`src/rtl/cursor_pkg.sv`:
```
// Shared field widths, register selects and the applied-configuration type
// for the cursor overlay. Assumes a 64x64 cursor held as two 1-bit planes.
package cursor_pkg;
    localparam int OFF_W       = 27;  // cursor memory offset width
    localparam int X_W         = 14;  // column width
    localparam int Y_W         = 12;  // line width
    localparam int HOT_W       = 6;   // hotspot field width
    localparam int COL_W       = 24;  // colour width
    localparam int WF_W        = 11;  // display-width field
    localparam int CUR_DIM     = 64;  // cursor edge in pixels
    localparam int CUR_LOG     = $clog2(CUR_DIM);
    localparam int PLANE_W     = CUR_DIM;      // bits per plane row
    localparam int PLANE_BYTES = PLANE_W / 8;  // byte distance between planes
    localparam int ROW_BYTES   = 2 * PLANE_BYTES;

    typedef struct packed {
        logic               lock;
        logic [OFF_W-1:0]   offset;
        logic [X_W-1:0]     pos_x;
        logic [Y_W-1:0]     pos_y;
        logic [HOT_W-1:0]   hot_x;
        logic [HOT_W-1:0]   hot_y;
        logic [COL_W-1:0]   col0;
        logic [COL_W-1:0]   col1;
        logic               enable;
        logic [WF_W-1:0]    wfield;
    } cur_cfg_t;

    typedef enum logic [2:0] {
        SEL_OFFSET = 3'd0,
        SEL_POS    = 3'd1,
        SEL_HOT    = 3'd2,
        SEL_COL0   = 3'd3,
        SEL_COL1   = 3'd4,
        SEL_CTRL   = 3'd5
    } reg_sel_e;

    typedef enum logic [1:0] {
        MIX_PASS, MIX_INVERT, MIX_COL0, MIX_COL1
    } mix_e;
endpackage

```
`src/rtl/cursor_regs.sv`:
```
// Cursor register bank. Writes land in a pending copy; the applied copy
// follows the pending copy each cycle unless the pending lock bit is set.
// Assumes one write per cycle and no read-back path.
module cursor_regs
    import cursor_pkg::*;
(
    input  logic        clk,
    input  logic        rst_n,
    input  logic        wr_en,
    input  logic [2:0]  wr_sel,
    input  logic [31:0] wr_data,
    output cur_cfg_t    cfg_applied
);
    cur_cfg_t pend_q;
    cur_cfg_t act_q;

    // Decode a write into the pending copy with each field's mask.
    always_ff @(posedge clk) begin
        if (!rst_n) begin
            pend_q <= '0;
        end else if (wr_en) begin
            case (reg_sel_e'(wr_sel))
                SEL_OFFSET: begin
                    pend_q.lock   <= wr_data[31];
                    pend_q.offset <= {wr_data[OFF_W-1:4], 4'b0000};
                end
                SEL_POS: begin
                    pend_q.pos_x <= wr_data[16 +: X_W];
                    pend_q.pos_y <= wr_data[Y_W-1:0];
                end
                SEL_HOT: begin
                    pend_q.hot_x <= wr_data[16 +: HOT_W];
                    pend_q.hot_y <= wr_data[HOT_W-1:0];
                end
                SEL_COL0: pend_q.col0 <= wr_data[COL_W-1:0];
                SEL_COL1: pend_q.col1 <= wr_data[COL_W-1:0];
                SEL_CTRL: begin
                    pend_q.enable <= wr_data[0];
                    pend_q.wfield <= wr_data[16 +: WF_W];
                end
                default: ;
            endcase
        end
    end

    // Transfer pending state to the applied copy while unlocked.
    always_ff @(posedge clk) begin
        if (!rst_n) begin
            act_q <= '0;
        end else if (!pend_q.lock) begin
            act_q <= pend_q;
        end
    end

    assign cfg_applied = act_q;

    // a held lock freezes the applied settings.
    a_r9_lock_freezes: assert property (@(posedge clk) disable iff (!rst_n)
        pend_q.lock |=> (act_q == $past(act_q)));
endmodule

```
`src/rtl/cursor_fetch.sv`:
```
// Row fetch engine. On a line-start pulse it decides whether the coming
// line crosses the cursor and, if so, reads the mask plane then the image
// plane in two back-to-back beats. Assumes a read port with a fixed
// one-cycle latency and no back-pressure.
module cursor_fetch
    import cursor_pkg::*;
#(
    parameter int MEM_W = PLANE_W
) (
    input  logic              clk,
    input  logic              rst_n,
    input  cur_cfg_t          cfg,
    input  logic              line_start,
    input  logic [Y_W-1:0]    line_y,
    output logic              mem_rd_en,
    output logic [OFF_W-1:0]  mem_rd_addr,
    input  logic [MEM_W-1:0]  mem_rd_data,
    output logic              row_hit,
    output logic              row_ready,
    output logic [MEM_W-1:0]  and_row,
    output logic [MEM_W-1:0]  xor_row
);
    typedef enum logic [1:0] {F_IDLE, F_RD_AND, F_RD_XOR, F_CAP_XOR} fstate_e;

    fstate_e          state_q;
    logic [OFF_W-1:0] addr_q;
    logic [Y_W:0]     rel_line;
    logic             line_hit;
    logic [OFF_W-1:0] base_addr;
    logic [OFF_W-1:0] row_addr;

    // Line coverage test and row address arithmetic.
    always_comb begin
        rel_line  = {1'b0, line_y} - {1'b0, cfg.pos_y};
        line_hit  = cfg.enable && (rel_line[Y_W:CUR_LOG] == '0);
        base_addr = cfg.offset - OFF_W'(cfg.hot_x) - (OFF_W'(cfg.hot_y) << 4);
        row_addr  = base_addr + (OFF_W'(rel_line[CUR_LOG-1:0]) << 4);
    end

    // Fetch sequencer: two read beats, then capture of both planes.
    always_ff @(posedge clk) begin
        if (!rst_n) begin
            state_q   <= F_IDLE;
            addr_q    <= '0;
            row_hit   <= 1'b0;
            row_ready <= 1'b0;
            and_row   <= '0;
            xor_row   <= '0;
        end else if (line_start) begin
            state_q   <= line_hit ? F_RD_AND : F_IDLE;
            addr_q    <= row_addr;
            row_hit   <= line_hit;
            row_ready <= 1'b0;
        end else begin
            case (state_q)
                F_RD_AND:  state_q <= F_RD_XOR;
                F_RD_XOR: begin
                    and_row <= mem_rd_data;
                    state_q <= F_CAP_XOR;
                end
                F_CAP_XOR: begin
                    xor_row   <= mem_rd_data;
                    row_ready <= 1'b1;
                    state_q   <= F_IDLE;
                end
                default: state_q <= F_IDLE;
            endcase
        end
    end

    // Read request and address for the current beat.
    always_comb begin
        mem_rd_en   = (state_q == F_RD_AND) || (state_q == F_RD_XOR);
        mem_rd_addr = (state_q == F_RD_XOR) ? addr_q + OFF_W'(PLANE_BYTES) : addr_q;
    end

    // the image-plane beat follows the mask-plane beat at +8.
    a_r5_beat_pair: assert property (@(posedge clk) disable iff (!rst_n)
        (mem_rd_en && !$past(mem_rd_en) && !line_start) |=>
            (mem_rd_en && mem_rd_addr == $past(mem_rd_addr) + OFF_W'(PLANE_BYTES)));

    // a row is never reported ready while its reads are still issuing.
    a_r10_ready_after_reads: assert property (@(posedge clk) disable iff (!rst_n)
        row_ready |-> !mem_rd_en);
endmodule

```
`src/rtl/cursor_mixer.sv`:
```
// Per-pixel mixer. Selects pass, invert or a cursor colour for each
// incoming pixel from the two plane bits, clips at the right screen edge,
// and registers the result. Assumes the colour fills the low COL_W bits
// and that the bits above them form the alpha field.
module cursor_mixer
    import cursor_pkg::*;
#(
    parameter int PIX_W = 32,
    parameter int MEM_W = PLANE_W
) (
    input  logic              clk,
    input  logic              rst_n,
    input  cur_cfg_t          cfg,
    input  logic              row_hit,
    input  logic              row_ready,
    input  logic [MEM_W-1:0]  and_row,
    input  logic [MEM_W-1:0]  xor_row,
    input  logic              pix_valid,
    input  logic [X_W-1:0]    pix_x,
    input  logic [PIX_W-1:0]  pix_in,
    output logic              pix_out_valid,
    output logic [PIX_W-1:0]  pix_out,
    output logic              mix_stall
);
    localparam int ALPHA_W = PIX_W - COL_W;

    logic [X_W:0]       dx;
    logic [X_W:0]       width;
    logic               in_span;
    logic               on_screen;
    logic               draw_zone;
    logic [CUR_LOG-1:0] bit_idx;
    logic               and_bit;
    logic               xor_bit;
    mix_e               mode;
    logic [PIX_W-1:0]   mixed;

    // Window, clip and plane-bit lookup for the current pixel.
    always_comb begin
        dx        = {1'b0, pix_x} - {1'b0, cfg.pos_x};
        in_span   = (dx[X_W:CUR_LOG] == '0);
        width     = ({{(X_W+1-WF_W){1'b0}}, cfg.wfield} + 1'b1) << 3;
        on_screen = ({1'b0, pix_x} < width);
        draw_zone = cfg.enable && row_hit && in_span && on_screen;
        bit_idx   = {dx[CUR_LOG-1:3], ~dx[2:0]};
        and_bit   = and_row[bit_idx];
        xor_bit   = xor_row[bit_idx];
    end

    // Choose the mixing mode from the plane bits.
    always_comb begin
        if (!draw_zone || !row_ready) mode = MIX_PASS;
        else if (and_bit)             mode = xor_bit ? MIX_INVERT : MIX_PASS;
        else                          mode = xor_bit ? MIX_COL1 : MIX_COL0;
    end

    // Form the output pixel for the chosen mode.
    always_comb begin
        case (mode)
            MIX_INVERT: mixed = ~pix_in;
            MIX_COL0:   mixed = {{ALPHA_W{1'b1}}, cfg.col0};
            MIX_COL1:   mixed = {{ALPHA_W{1'b1}}, cfg.col1};
            default:    mixed = pix_in;
        endcase
    end

    // Output register stage.
    always_ff @(posedge clk) begin
        if (!rst_n) begin
            pix_out_valid <= 1'b0;
            pix_out       <= '0;
            mix_stall     <= 1'b0;
        end else begin
            pix_out_valid <= pix_valid;
            pix_out       <= mixed;
            mix_stall     <= pix_valid && draw_zone && !row_ready;
        end
    end

    // a disabled cursor leaves the stream untouched.
    a_r2_disabled_passes: assert property (@(posedge clk) disable iff (!rst_n)
        (pix_valid && !cfg.enable) |=> (pix_out == $past(pix_in)));

    // nothing is drawn at or beyond the display width.
    a_r8_clip_passes: assert property (@(posedge clk) disable iff (!rst_n)
        (pix_valid && !on_screen) |=> (pix_out == $past(pix_in)));

    // a stalled pixel is passed through unchanged.
    a_r10_stall_passes: assert property (@(posedge clk) disable iff (!rst_n)
        mix_stall |-> (pix_out == $past(pix_in)));
endmodule

```
`src/rtl/cursor_overlay.sv`:
```
// Top of the cursor overlay: register bank, row fetch engine and pixel
// mixer. Assumes the timing generator pulses line_start early enough in
// blanking for the three-cycle fetch to finish before active pixels.
module cursor_overlay
    import cursor_pkg::*;
#(
    parameter int PIX_W = 32
) (
    input  logic              clk,
    input  logic              rst_n,
    input  logic              reg_wr_en,
    input  logic [2:0]        reg_wr_sel,
    input  logic [31:0]       reg_wr_data,
    input  logic              line_start,
    input  logic [Y_W-1:0]    line_y,
    input  logic              pix_valid,
    input  logic [X_W-1:0]    pix_x,
    input  logic [PIX_W-1:0]  pix_in,
    output logic              mem_rd_en,
    output logic [OFF_W-1:0]  mem_rd_addr,
    input  logic [PLANE_W-1:0] mem_rd_data,
    output logic              pix_out_valid,
    output logic [PIX_W-1:0]  pix_out,
    output logic              mix_stall
);
    cur_cfg_t           cfg;
    logic               row_hit;
    logic               row_ready;
    logic [PLANE_W-1:0] and_row;
    logic [PLANE_W-1:0] xor_row;

    cursor_regs u_regs (
        .clk         (clk),
        .rst_n       (rst_n),
        .wr_en       (reg_wr_en),
        .wr_sel      (reg_wr_sel),
        .wr_data     (reg_wr_data),
        .cfg_applied (cfg)
    );

    cursor_fetch #(.MEM_W(PLANE_W)) u_fetch (
        .clk         (clk),
        .rst_n       (rst_n),
        .cfg         (cfg),
        .line_start  (line_start),
        .line_y      (line_y),
        .mem_rd_en   (mem_rd_en),
        .mem_rd_addr (mem_rd_addr),
        .mem_rd_data (mem_rd_data),
        .row_hit     (row_hit),
        .row_ready   (row_ready),
        .and_row     (and_row),
        .xor_row     (xor_row)
    );

    cursor_mixer #(.PIX_W(PIX_W), .MEM_W(PLANE_W)) u_mix (
        .clk           (clk),
        .rst_n         (rst_n),
        .cfg           (cfg),
        .row_hit       (row_hit),
        .row_ready     (row_ready),
        .and_row       (and_row),
        .xor_row       (xor_row),
        .pix_valid     (pix_valid),
        .pix_x         (pix_x),
        .pix_in        (pix_in),
        .pix_out_valid (pix_out_valid),
        .pix_out       (pix_out),
        .mix_stall     (mix_stall)
    );

    // no read request is issued while reset is applied.
    a_r1_no_read_in_reset: assert property (@(posedge clk)
        !rst_n |=> !mem_rd_en);
endmodule

```
`config.mk`:
```
export PLATFORM = sky130hd
export DESIGN_NAME = cursor_overlay
export DESIGN_NICKNAME = d
export VERILOG_FILES = /design/src/rtl/cursor_pkg.sv /design/src/rtl/cursor_regs.sv /design/src/rtl/cursor_fetch.sv /design/src/rtl/cursor_mixer.sv /design/src/rtl/cursor_overlay.sv
export SDC_FILE = /design/constraint.sdc
export NUM_CORES = 1
export LEC_CHECK = 0
export ABC_AREA = 1
export ABC_CLOCK_PERIOD_IN_PS = 7000
export BUFFER_PORTS_ARGS = -buffer_cell sky130_fd_sc_hd__buf_4
export CORE_UTILIZATION = 55
export DETAILED_ROUTE_END_ITERATION = 12
export PLACE_DENSITY_LB_ADDON = 0.2
export REMOVE_ABC_BUFFERS = 1
export SYNTH_ARGS = -nofsm -noshare
export SYNTH_HDL_FRONTEND = slang
export SYNTH_SLANG_ARGS = --single-unit
```
`constraint.sdc`:
```
create_clock -name clk -period 7 [get_ports clk]
set_clock_uncertainty 0.15 [all_clocks]
set_input_delay 2.1 -clock clk [delete_from_list [all_inputs] [get_ports clk]]
set_output_delay 2.1 -clock clk [all_outputs]
set_load 0.01 [all_outputs]
```
======== After elaboration in Yosys (flattened, before gate mapping) ========
Cells that the tools add are included.
storage, ports and cells
  register bits after elaboration ......... 436
  output and inout bits ................... 62
  input bits .............................. 162
  logic and storage cells ................. 87
operators by class
  $lt $le $gt $ge ......................... 2
  equal/unequal tests ..................... 11
  add/sub/neg operators ................... 7
  muxes and demuxes ....................... 13
  reduce and logical (&&, ||, !) cells .... 22
  bitwise operators ....................... 4
operators by type and width
  operator                 count
  $pmux W32 S3             1
  $not A32 Y32             1
  $add A27 B10 Y27         1
  $add A27 B4 Y27 const B  1
  $mux W27                 1
  $sub A27 B10 Y27         1
  $sub A27 B6 Y27          1
  $reduce_and A2 Y1        8
  $lt A14 B15 Y1           1
  $sub A14 B14 Y15         1
  $sub A12 B12 Y13         1
  $add A11 B1 Y12 const B  1
  $bmux W1 S6              2
  $logic_not A9 Y1         1
  $eq A2 B2 Y1 const B     4
  $logic_not A7 Y1         1
  $lt A6 B7 Y1 const B     1
  $eq A3 B2 Y1 const B     2
  $eq A3 B3 Y1 const B     2
  $logic_and A1 B1 Y1      6
  $mux W2                  3
  $mux W1                  5
  $eq A2 B1 Y1 const B     2
  $pmux W2 S2              1
  7 further kinds          10

======== Longest topological paths before layout ========
Gate-level depths: netlist of the first run.
  depth in word-level cells ............... 9
  gate-level depth with buffers ........... 23
  depth with buffers taken out ............ 23

======== Cells and area by module ========
From an unflattened synthesis of the first run, not the netlist that was laid out.
second synthesis, totals
  cell total of the unflattened synthesis .. 3512
  area, all modules ....................... 23013.3 µm²
modules (own cells, without submodules)
  module        instances  cells each  sequential area each (µm²)  area each (µm²)
  cursor_fetch  1          1407        3183.1                      9117.5
  cursor_regs   1          1241        4864.7                      9076.2
  cursor_mixer  1          864         680.7                       4819.6

======== Worst setup path before layout of the first run ========
OpenSTA, ideal clock, no wires.
  path type ............................... input to register
  from .................................... in line_y[0]
  to ...................................... reg u_fetch.addr_q[22]
  arrival ................................. 4.993 ns
  path buffers ............................ 0
  stages .................................. 18
  library setup time ...................... 0.056 ns
  slack ................................... 1.801 ns
  data required time ...................... 6.794 ns
  cells stage by stage .................... inv_1 > ha_1 > inv_1 > fa_1 > xnor2_1 > fa_1 > inv_1 > ha_1 > nand2_1 > nor3_1 > a21oi_1 > o21ai_0 > a31o_2 > nand2_1 > a21o_1 > nand3_1 > nand2_1 > inv_1
on the way
  longest elaborated chain between the ends .. 2
ends and longest elaborated chain
  what                  RTL line              RTL
  start, declared       cursor_overlay.sv:15  input logic [Y_W-1:0] line_y,
  $sub A12 B12 Y13      cursor_fetch.sv:34    rel_line = {1'b0, line_y} - {1'b0, cfg.pos_y};
  $add A27 B10 Y27      cursor_fetch.sv:37    row_addr = base_addr + (OFF_W'(rel_line[CUR_LOG-1:0]) << 4);
  end signal, assigned  cursor_fetch.sv:51    addr_q <= row_addr;
  end, declared         cursor_fetch.sv:26    logic [OFF_W-1:0] addr_q;
No other way between the ends.
A chain may end at the register's enable or synchronous reset.

======== Worst setup path in the final report of the first run ========
  from .................................... in pix_x[0]
  to ...................................... reg u_mix.pix_out[27]
on the way
  longest elaborated chain between the ends .. 9
  elaborated cells on any way between the ends .. 20
  those cells by class .................... add/sub (1); order compare (1); eq/ne (3); mux (9); bitwise (1); reduce/logical (5)
ends and longest elaborated chain
  what                                                                         RTL line                                                    RTL
  start, declared                                                              cursor_overlay.sv:17                                        input logic [X_W-1:0] pix_x,
  $sub A14 B14 Y15                                                             cursor_mixer.sv:40                                          dx = {1'b0, pix_x} - {1'b0, cfg.pos_x};
  $not A3 Y3 / $logic_not A9 Y1 (equally long branches)                        cursor_mixer.sv:45, cursor_mixer.sv:41
  $bmux W1 S6 / $logic_and A1 B1 Y1 (equally long branches)                    cursor_mixer.sv:47, cursor_mixer.sv:44
  $mux W1 (not written as such) / $logic_and A1 B1 Y1 (equally long branches)  cursor_mixer.sv:47, cursor_mixer.sv:44
  $mux W1 / $logic_not A1 Y1 (equally long branches)                           cursor_mixer.sv:53, cursor_mixer.sv:54, cursor_mixer.sv:52
  $mux W2 / $logic_or A1 B1 Y1 (equally long branches)                         cursor_mixer.sv:53, cursor_mixer.sv:52
  $mux W2 (*)                                                                  cursor_mixer.sv:52                                          if (!draw_zone || !row_ready) mode = MIX_PASS;
  $eq A2 B2 Y1 / $eq A2 B1 Y1 (equally long branches)                          cursor_mixer.sv:59                                          case (mode)
  $pmux W32 S3 (*)                                                             cursor_mixer.sv:59
  end signal, assigned                                                         cursor_mixer.sv:75                                          pix_out <= mixed;
  end, declared                                                                cursor_mixer.sv:22                                          output logic [PIX_W-1:0] pix_out,
Mark *: on every way between the ends. The rest lies on a longest branch, timed or not. The select of a mux whose other input is x is not followed.

==> impl_metrics.yaml, run 1 <==
run_status:
  status: "completed"
flow_run:
  maxCapViolCount: 0
critical_path:
  r2r_setup_slack_ps: 2660
  cp_data_required_time_ps: 7320
  r2r_cells: 19
  crit_arrival_ps: 5870
  endpoint_kind: "register"
  crit_type: "input pin to register"
  startpoint_type: "input pin"
  path_max_fanout: 31
timing:
  report.final.hold_viol_count: 0
  layout_worst_path_cycle_share_pct: 79.2
  rsz0062_at_grt: "false"
  max_freq_mhz: 180
  setup_viol: 0
  tns_ps: 0
  worstMarginPinSlew_ps: 1110
  slew-limit-headroom_pct: 26.3
  finalCriticalPeriod_ps: 5550
  finalMaxSlewViolations: 0
floorplanning:
  die_h_um: 197
  coreArea_um2: 37600
  floorplan.initialDensity_pct: 55.7
  die_x_um: 197
  num_rows: 71
  ios: 224
  die-area_um2: 38800
cts:
  clock_tree.root_cell: "clkbuf_16"
  cts_tree: "yes"
  cts_resized: 0
  post-cts-setup-buffers: 0
  clkSlewWorstSetupHoldPaths_ps: 60
  clock-sinks: 436
  htreeDepth: 2
  cts_buffers: 46
  cts_max_path_buffers: 3
  worstSkewPairLatency_ps: 580
  postCtsHoldBufs: 0
drt:
  wl_per_cell_um: 15.7
  drt-vias-per-instance: 5.43
  first_pass_iters: 5
  drtIter0Drc: 1589
  drt-total-wl_mm: 57.4
  drc: 0
  ant_nets: 0
  vias: 19800
layout:
  drive_above_1_share_pct: 10.8
  seq_area_um2: 8730
  area_delta_synth_final_pct: 15.7
  stdcell_area_um2: 24200
  fin_nets: 3353
  multiInputGateArea_um2: 10400
  fill_cells: 3303
placed_design:
  dp_hpwl_mm: 37.9
  postPlaceCellArea_um2: 22700
  gp_congestion: 0.877
  io_buffers: 222
global_route:
  antenna_found_initial: 1
  grt_pass1_vias: 18100
  overflow: 0
  grt_pass1_wl_mm: 91.5
  grt_use_total_pct: 29.1
  grt_max_degree: 175
power:
  power-per-cell-area_nw_per_um2: 256
  ir_drop_mv: 0.172
  p_total_mw: 6.20
  p_leak_nw: 11.3
logic_synthesis:
  synth_edf_count: 0
  ys.flop_type: "dfxtp_1"
  yosysTopAreaCell: "dfxtp_1"
  yosysMostFrequentCell: "nor2_1"
  ys_seq_area_share_pct: 41.7
  synth_top_area_share_pct: 41.7
  synthTopCellsByArea: "dfxtp_1 42%, nor2_1 13%, o21ai_0 12%, nand2_1 5.9%, inv_1 5.0%"
  netlist_area_um2: 20900
  ys_warn_count: 0
  syn_avg_cell_area_um2: 6.98
  ys_ff_latch: 436
  synth_common_cells: "700 x nor2_1, 482 x o21ai_0, 436 x dfxtp_1, 329 x nand2_1, 277 x inv_1"
  synth_cells: 2995
  synthArstFlopShare_pct: 0
  yosysUniqueCellTypes: 42
hold_path:
  min-delay-path-class: "register to register"
  min_path_cells: 1
[per-stage QoR]
stage / setup WS, ps / utilization (%) / cells / hold slack [ps]
6_report: 1450 / 64.4 / 3656 / 283
2_1_floorplan: -568 / - / 2816 / 249
3_3_place_gp: 1030 / 60.4 / 3573 / 267
3_5_place_dp: 929 / 60.4 / 3573 / 271
4_1_cts: 1520 / 64.4 / 3655 / 283
5_1_grt: 1190 / 64.4 / 3656 / 296
[critical path, stage by stage]
cell and delay, ps:
buf_4 70, inv_1 60, ha_2 200, fa_1 510, buf_4 390, o21ai_0 170, o21ai_0 240, nand2_1 70
nand2_1 70, nand2_1 50, nand3_1 80, nand2_1 140, o21ai_2 870, nand3_1 450, o21ai_0 290, nor2_1 60
[per-layer routing]
| metal | up-vias | global-route usage (%) | part of all wire (%) | wire, um |
|---|---|---|---|---|
| met4 | 0 | 9.04 | 2.6 | 1480 |
| met3 | 94 | 4.64 | 7.3 | 4190 |
| met5 | - | 0 | 0 | 0 |
| li1 | 9984 | - | - | - |
| met2 | 701 | 46.2 | 44 | 25400 |
| met1 | 9056 | 40.5 | 46 | 26300 |
[placed cells by master, fill, tap and decap left out, types with 3 or more instances in the layout]
master     count
a21oi_1      195
a31oi_1        4
buf_12         4
buf_4        241
clkbuf_1      12
clkbuf_16     47
clkbuf_8      12
clkinv_2       6
dfxtp_1      435
fa_1          10
ha_1          70
inv_1        275
inv_2          6
nand2_1      327
nand2_2        3
nand3_1       82
nand4_1       89
nor2_1       698
nor3_1        20
nor4_1         6
o211ai_1       9
o21ai_0      482
o21ai_1       20
xnor2_1       10
xor2_1        45
[cell type report]
cell class,count,share of cell area [%]
inverters,282,4.37
flip-flops and latches,436,36.1
well taps,511,2.64
diodes,1,0.0103
multi-input cells,2098,42.9
clock buffers,71,5.73
clock inverters,11,0.434
repair buffers,246,7.87
[flip-flops by register name (all words and copies together) (netlist names)]
| register | cells |
|---|---|
| u_regs.pend_q | 122 |
| u_fetch.row_ready | 1 |
| u_mix.mix_stall | 1 |
| u_fetch.addr_q | 27 |
| u_fetch.state_q | 2 |
| u_mix.pix_out | 32 |
| u_fetch.and_row | 64 |
| u_mix.pix_out_valid | 1 |
| u_regs.cfg_applied | 121 |
| u_fetch.xor_row | 64 |
| u_fetch.row_hit | 1 |
[path summary, 6_finish.rpt]
| kind | to | from |
|---|---|---|
| worst max register to register | u_mix.pix_out[27]$_SDFF_PN0_ | u_regs.cfg_applied[0]$_SDFFE_PN0N_ |
| worst max-delay path | u_mix.pix_out[27]$_SDFF_PN0_ | pix_x[0] |
| worst min register to register | u_mix.mix_stall$_SDFF_PN0_ | u_fetch.row_ready$_SDFFE_PP0N_ |
| worst min-delay path | u_mix.mix_stall$_SDFF_PN0_ | u_fetch.row_ready$_SDFFE_PP0N_ |
[logic make-up (layout without fill, tap and decap cells)]
family / after synthesis / after routing / synth area share [%]
simple gates: 1235 / 1235 / 24.0
compound gates: 723 / 723 / 17.6
other cells: 0 / 1 / 0
xor+xnor: 59 / 59 / 2.61
fa+ha+maj: 81 / 81 / 5.20
flops: 436 / 436 / 41.7
buf+inv: 461 / 610 / 8.78
[where the power goes]
| group | internal, mW | switching [mW] | total (mW) |
|---|---|---|---|
| clock | 1.40 | 1.02 | 2.42 |
| combinational | 0.400 | 0.759 | 1.16 |
| sequential | 2.57 | 0.0573 | 2.63 |
No activity file was read; power rests on OpenSTA's default activity.
==> run 2: changes to the inputs <==
--- a/config.mk
+++ b/config.mk
@@ -6,7 +6,7 @@
 export NUM_CORES = 1
 export LEC_CHECK = 0
 export ABC_AREA = 1
-export ABC_CLOCK_PERIOD_IN_PS = 7000
+export ABC_CLOCK_PERIOD_IN_PS = 5350
 export BUFFER_PORTS_ARGS = -buffer_cell sky130_fd_sc_hd__buf_4
 export CORE_UTILIZATION = 55
 export DETAILED_ROUTE_END_ITERATION = 12
==> constraint.sdc (replaced) <==
create_clock -name clk -period 5.35 [get_ports clk]
set_clock_uncertainty 0.15 [all_clocks]
set_input_delay 1.605 -clock clk [delete_from_list [all_inputs] [get_ports clk]]
set_output_delay 1.605 -clock clk [all_outputs]
set_load 0.01 [all_outputs]
==> run 2 against run 1 <==
  * Routed wire length increased by 1.2%
  * Total power up 31%
  * Largest cell class unchanged
  * Largest power group unchanged
  * Die area stayed put
==> impl_metrics.yaml, run 2 (synthesized netlist as in run 1, its figures left out) <==
run_status:
  status: "completed"
placed_design:
  place_inst: 3578
  dp_hpwl_mm: 38.2
  gp_congestion: 0.877
  io_buffers: 222
power:
  internal_power_mw: 5.75
  p_sw_mw: 2.39
  clockPowerShare_pct: 38.7
  seqPwrFrac_pct: 42.2
  power_frac_comb_pct: 19.1
  switching_share_pct: 29.4
  ir_drop_mv: 0.273
  p_leak_nw: 11.3
  p_total_mw: 8.14
  power-per-cell-area_nw_per_um2: 336
timing:
  report.final.hold_viol_count: 0
  worstMarginPinSlew_ps: 1000
  layout_worst_path_cycle_share_pct: 91.6
  finalMaxSlewViolations: 0
  setup_viol: 0
  rsz0062_at_grt: "false"
  slew-limit-headroom_pct: 33.2
  max_freq_mhz: 204
  finalCriticalPeriod_ps: 4900
global_route:
  antenna_found_initial: 2
  gr-usage-met2_pct: 46.7
  grtUsageMet1_pct: 41.3
  gr-max-usage-layer: "met2"
  grt_use_total_pct: 29.7
  overflow: 0
  grt_pass1_wl_mm: 93.1
  grt_pass1_vias: 18200
  use_met3_pct: 3.95
  grt_max_degree: 181
critical_path:
  startpoint: "u_fetch.state_q[0]$_SDFF_PN0_"
  r2r_cells: 19
  rr_endpoint: "u_fetch.addr_q[14]$_SDFFE_PN0P_"
  cp_data_required_time_ps: 3600
  reg2reg_from: "u_regs.cfg_applied[74]$_SDFFE_PN0N_"
  crit_type: "register to output port"
  crit_arrival_ps: 3150
  startpoint_type: "register"
  r2r_setup_slack_ps: 1420
  endpoint_kind: "output port"
  endpoint: "mem_rd_addr[24]"
  path_max_fanout: 6
floorplanning:
  die_x_um: 197
  coreArea_um2: 37600
  ios: 224
  num_rows: 71
  die_h_um: 197
  floorplan.initialDensity_pct: 55.7
  die-area_um2: 38800
cts:
  cts_max_path_buffers: 3
  post-cts-setup-buffers: 0
  postCtsHoldBufs: 0
  cts_tree: "yes"
  cts_resized: 0
  clkSlewWorstSetupHoldPaths_ps: 60
  clock-sinks: 436
  htreeDepth: 2
  cts_buffers: 45
  worstSkewPairLatency_ps: 600
  clock_tree.root_cell: "clkbuf_16"
drt:
  first_pass_iters: 5
  ant_nets: 0
  drt-total-wl_mm: 58.1
  vias: 19900
  drc: 0
  drt-vias-per-instance: 5.44
  drtIter0Drc: 1665
  wl_per_cell_um: 15.9
layout:
  area_delta_synth_final_pct: 16.0
  drive_above_1_share_pct: 10.8
  final_common_cell: "nor2_1"
  largest_reg_flops: 122
  stdcell_count: 3660
  largest_register: "u_regs.pend_q"
  fin_nets: 3357
  final_util_pct: 64.5
  layout_common_cells: "698 x nor2_1, 482 x o21ai_0, 435 x dfxtp_1"
flow_run:
  maxCapViolCount: 0
hold_path:
  min-delay-path-class: "register to register"
  min-delay-start: "u_fetch.row_ready$_SDFFE_PP0N_"
[run 2: cell count changes in the layout (fill, tap and decap cells not counted), moves of 2 or more]
cell       previous run  this run
clkbuf_16            47        45
clkbuf_1             12        17
clkbuf_8             12         9
bufinv_16             1         3
clkinv_2              6         1
buf_12                4         7
buf_4               241       243
[run 2: power groups by stage]
stage	clock [mW]	combinational, mW	sequential, mW
2_1_floorplan	0	0.889	3.50
3_3_place_gp	0	1.50	3.50
3_5_place_dp	0	1.53	3.50
4_1_cts	3.18	1.54	3.43
5_1_grt	3.33	1.72	3.45
6_report	3.15	1.56	3.44
[run 2: worst max-delay path: stages (launching register included)]
cell,delay [ps]
dfxtp_1,310
inv_1,60
ha_1,250
inv_1,100
nor4_1,310
nand3_1,180
nor3_1,360
nand3_1,210
nor4_1,370
nand2_1,120
xor2_1,160
buf_4,140
[run 2: final cells by class]
type,instances,area (um2)
clock buffers,71,1310
multi-input cells,2098,10400
diodes,2,5.00
flip-flops and latches,436,8730
clock inverters,9,151
well taps,511,639
repair buffers,251,1980
inverters,282,1060
fillers,3382,13300
[run 2: per-stage QoR]
stage / setup TNS [ps] / hold WS [ps] / worst slack, ps / area, um2
floorplan: -53940 / 249 / -1720 / 20100
global placement: 0 / 265 / 115 / 22800
detailed placement: 0 / 265 / 134 / 22800
CTS: 0 / 289 / 398 / 24300
global route: 0 / 321 / 140 / 24300
finish: 0 / 285 / 449 / 24300
[run 2: worst min-delay path by stage]
stage / endpoint / cells after the start
3_5_place_dp: u_mix.mix_stall$_SDFF_PN0_ / 1
4_1_cts: u_mix.mix_stall$_SDFF_PN0_ / 1
5_1_grt: u_fetch.xor_row[26]$_SDFFE_PN0P_ / 2
3_3_place_gp: u_mix.mix_stall$_SDFF_PN0_ / 1
2_1_floorplan: u_mix.mix_stall$_SDFF_PN0_ / 1
6_report: u_mix.mix_stall$_SDFF_PN0_ / 1
[run 2: metal layers]
layer / wire [um] / up-vias
met1: 25900 / 9090
met2: 25700 / 753
met5: 0 / -
met4: 1800 / 0
met3: 4670 / 104
li1: - / 9973
